==> config.mk <==
export PLATFORM = sky130hd
export DESIGN_NAME = tdm_bpm_encoder
export DESIGN_NICKNAME = d
export VERILOG_FILES = /design/src/rtl/tdm_bpm_encoder.sv
export SDC_FILE = /design/constraint.sdc
export NUM_CORES = 1
export LEC_CHECK = 0
export CAP_MARGIN = 5
export CORE_AREA = 2 2 39 41
export CTS_CLUSTER_SIZE = 24
export DETAILED_ROUTE_END_ITERATION = 12
export DIE_AREA = 0 0 41 43
export GPL_TIMING_DRIVEN = 0
export SLEW_MARGIN = 20
export SYNTH_ARGS = -nofsm -noshare
export SYNTH_HDL_FRONTEND = slang
export SYNTH_SLANG_ARGS = --single-unit
==> constraint.sdc <==
create_clock -name clk_sym_i -period 1.85 [get_ports clk_sym_i]
set_clock_uncertainty 0.2 [all_clocks]
set_input_delay 0.37 -clock clk_sym_i [delete_from_list [all_inputs] [get_ports clk_sym_i]]
set_output_delay 0.37 -clock clk_sym_i [all_outputs]
set_load 0.02 [all_outputs]
==> src/rtl/tdm_bpm_encoder.sv <==
module tdm_bpm_encoder #(
  parameter logic START_LEVEL = 1'b0
) (
  input  logic clk_sym_i,
  input  logic rst_n_i,
  input  logic cyc_strobe_i,
  input  logic a_bit_i,
  input  logic b_bit_i,
  output logic line_o
);

  logic [1:0] phase_q;
  logic [1:0] pos_now;
  logic [1:0] age_q;
  logic       running_q;
  logic       a_q, b_q;
  logic       line_q;
  logic       go;

  assign go      = running_q | cyc_strobe_i;
  assign pos_now = cyc_strobe_i ? 2'd0 : phase_q + 2'd1;
  assign line_o  = line_q;

  always_ff @(posedge clk_sym_i or negedge rst_n_i) begin
    if (!rst_n_i) begin
      phase_q   <= 2'd3;
      age_q     <= 2'd0;
      running_q <= 1'b0;
      a_q       <= 1'b0;
      b_q       <= 1'b0;
      line_q    <= START_LEVEL;
    end else if (go) begin
      running_q <= 1'b1;
      phase_q   <= pos_now;
      if (age_q != 2'd2) age_q <= age_q + 2'd1;
      case (pos_now)
        2'd0: begin
          line_q <= ~line_q;
          a_q    <= a_bit_i;
          b_q    <= b_bit_i;
        end
        2'd1: line_q <= line_q ^ a_q;
        2'd2: line_q <= ~line_q;
        default: line_q <= line_q ^ b_q;
      endcase
    end
  end


  idle_hold_chk: assert property (@(posedge clk_sym_i) disable iff (!rst_n_i)
    (!running_q && !cyc_strobe_i) |=> (line_o == START_LEVEL));


  slot_edge_chk: assert property (@(posedge clk_sym_i) disable iff (!rst_n_i)
    (go && (pos_now == 2'd0 || pos_now == 2'd2)) |=> (line_o != $past(line_o)));


  a_mid_chk: assert property (@(posedge clk_sym_i) disable iff (!rst_n_i)
    (go && pos_now == 2'd0) ##1 !cyc_strobe_i |=> ((line_o != $past(line_o)) == $past(a_bit_i, 2)));


  wrap_chk: assert property (@(posedge clk_sym_i) disable iff (!rst_n_i)
    (running_q && !cyc_strobe_i) |=> (phase_q == $past(phase_q) + 2'd1));


  realign_chk: assert property (@(posedge clk_sym_i) disable iff (!rst_n_i)
    cyc_strobe_i |=> (phase_q == 2'd0 && running_q));


  run_len_chk: assert property (@(posedge clk_sym_i) disable iff (!rst_n_i)
    (running_q && age_q == 2'd2 && line_o == $past(line_o)) |=> (line_o != $past(line_o)));

endmodule

==> impl_metrics.yaml <==
run_status:
  outcome: "finished clean"
setup_path:
  crit_path_end_kind: "flop"
  rr_startpoint: "phase_q[1]"
  worst_ep_arrival_time_ns: 1.67
  critical_path_class: "flop to flop"
  critical_path.startpoint_type: "flop"
  path_max_fanout: 3
  cp_data_required_time_ns: 1.75
  timing.critical_path.from: "phase_q[1]"
yosys:
  ys_warn_count: 0
  synth_flop_cell: "sky130_fd_sc_hd__dfrtp_1"
  async_reset_ff_share_pct: 100.0
  synth.yosys.seq_area_share_pct: 56.48
  synth_enable_flop_cells: 0
  yosysTopAreaCellShare_pct: 37.04
  synth_area_leader_cell: "sky130_fd_sc_hd__dfrtp_1"
  syn_avg_cell_area_um2: 12.87
  postSynthNetCount: 26
  synthDistinctLibCells: 15
  synth_cells: 21
  synth_area_leaders: "sky130_fd_sc_hd__dfrtp_1 (37%), sky130_fd_sc_hd__dfstp_2 (19%), sky130_fd_sc_hd__mux2_2 (8.3%)"
  netlist_area_um2: 270.3
  synth-seq-cells: 6
power:
  p_sw_uw: 103.1
  power.static_leakage_nw: 0.1611
  ir_worst_vdd_v: 0.0003226
  p_int_uw: 286.1
  sw_frac_of_total_pct: 26.48
  power.combinational.fraction_pct: 24.7
  seq_power_share_pct: 45.1
  power_density_mw_per_mm2: 1058
  design_power_total_uw: 389.2
  clock_network_fraction_of_design_power_pct: 30.2
cells_and_area:
  post_layout_utilization_of_the_core_pct: 26.58
  layout_common_cells: "sky130_fd_sc_hd__dfrtp_1 (4), sky130_fd_sc_hd__clkbuf_4 (3), sky130_fd_sc_hd__clkdlybuf4s50_1 (3)"
  final_area_um2: 367.9
  area_delta_synth_final_pct: 36.11
  num-nets-final: 36
  commonest_non_fill_non_tap_cell_in_the_layout: "sky130_fd_sc_hd__dfrtp_1"
  drive_gt1_share_pct: 27.59
  num_antenna_cells: 0
timing:
  setup_tns_ns: 0
  final_min_period_over_clock_period_pct: 95.45
  timing_hold_violations_final: 0
  worst_pin_slew_ns: 0.2782
  finalMaxSlewViolations: 0
  fin_crit_ns: 1.766
  max_freq_mhz: 566.3
  rsz_0062_raised_after_global_routing: "no"
  max_slew_margin_pct: 81.40
  final_setup_fails: 0
  holdWs_ns: 0.1756
clock_tree:
  post_cts_repair_setup_buffers: 0
  clock_latency_ns: 0.24
  clockBufferDepth: 2
  h-tree-depth: 1
  tritoncts: "built"
  ctsResizeCount: 0
  cts_buffers: 3
  clock-sinks: 6
  cts-root-buf: "sky130_fd_sc_hd__clkbuf_4"
  clk_pin_slew_ns: 0.04
  quantity_of_hold_fixing_buffers_added_after_cts: 0
floorplan:
  floorplan.die.height_um: 43
  fp.coreArea_mm2: 0.001384
  area_enclosed_by_the_die_boundary_mm2: 0.001763
  start_util_pct: 19.53
  row_count: 14
  pin_count: 6
  dieWidth_um: 41
global_routing:
  maximum_number_of_pins_on_one_net_before_global_route_repair: 7
  grt_first_pass_wirelength_um: 855
  grt_antenna_before_repair: 0
  globalRoute.totalOverflow: 0
  first_global_vias: 224
  grt.total_usage_pct: 8.065
placement:
  dp_hpwl_um: 393.4
  io_buffer_count: 5
  placedInstanceArea_um2: 340.3
  finalWeightedCongestion: 0.6044
routing:
  drt_pass1_iterations: 2
  detailroute.via_count: 193
  drc: 0
  detail_route.iter0.violations: 4
  routedWlPerCell_um: 10.98
  drt.antenna.violating_nets: 0
  vias_per_cell: 4.289
  totalWireLength_um: 494
worst_hold_path:
  worstHoldPathType: "primary input to asynchronous set/reset pin"
run:
  maxCapViolCount: 0
[final timing paths]
| kind | endpoint | slack (ns) | depth (start not counted) |
|---|---|---|---|
| hold reg to reg | a_q | 0.31 | 1 |
| setup / recovery | line_o | 0.08 | 3 |
| min in group clk_sym_i | phase_q[1] | 0.21 | 2 |
| setup reg to reg | line_o | 0.08 | 3 |
| max in group asynchronous | phase_q[1] | 1.00 | 1 |
| hold / removal | a_q | 0.18 | 1 |
[cells in the mapped netlist, types with 2 or more instances]
cell,instances
sky130_fd_sc_hd__mux2_2,2
sky130_fd_sc_hd__dfstp_2,2
sky130_fd_sc_hd__dfrtp_1,4
sky130_fd_sc_hd__nor2_1,2
[worst max-delay path, stage by stage, from the launching register on]
cell                       delay (ns)
sky130_fd_sc_hd__dfstp_2         0.55
sky130_fd_sc_hd__mux2_1          0.35
sky130_fd_sc_hd__nand3b_1        0.09
sky130_fd_sc_hd__or4b_1          0.44
[power by group through the flow]
| stage | clock (mW) | sequential [mW] | combinational [mW] |
|---|---|---|---|
| floorplan | 0 | 0.188 | 0.0446 |
| global placement | 0 | 0.177 | 0.0966 |
| detailed placement | 0 | 0.178 | 0.0995 |
| CTS | 0.121 | 0.177 | 0.100 |
| global route | 0.125 | 0.180 | 0.105 |
| finish | 0.118 | 0.176 | 0.0959 |
[final cells by class]
| type | instances | area (um^2) |
|---|---|---|
| clock buffer | 3 | 22.52 |
| sequential | 6 | 152.6 |
| tap | 16 | 20.02 |
| fill | 156 | 1016 |
| timing repair buffer | 5 | 55.05 |
| multi-input combinational | 15 | 117.6 |
[kinds of logic (layout without fill, tap and decap cells)]
| group | after synthesis | in the layout | synth area share, % |
|---|---|---|---|
| multiplexers | 4 | 4 | 16.20 |
| flip-flops | 6 | 6 | 56.48 |
| AND/OR/NAND/NOR | 8 | 8 | 18.52 |
| buffers and inverters | 0 | 8 | 0 |
| XOR/XNOR | 2 | 2 | 6.483 |
| AO/OA/AOI/OAI | 1 | 1 | 2.316 |
[routing by layer]
metal / routed length [um] / vias up / track usage [%]
met1: 188 / 96 / 6.840
met2: 276 / 2 / 12.81
li1: - / 93 / -
met5: 0 / - / 0
met4: 27 / 0 / 12.00
met3: 2 / 2 / 0
[through the flow]
stage | setup slack (ns) | cells
5_1_grt | 0.03821 | 45
2_1_floorplan | 0.1730 | 21
3_5_place_dp | -0.1801 | 42
3_3_place_gp | -0.1206 | 42
6_report | 0.08409 | 45
4_1_cts | 0.01041 | 45
[flip-flops by register name, summed over array words and instances (netlist names)]
register	count
a_q	1
phase_q	2
running_q	1
b_q	1
line_o	1
Note: power is estimated with default switching activity, not from simulation.
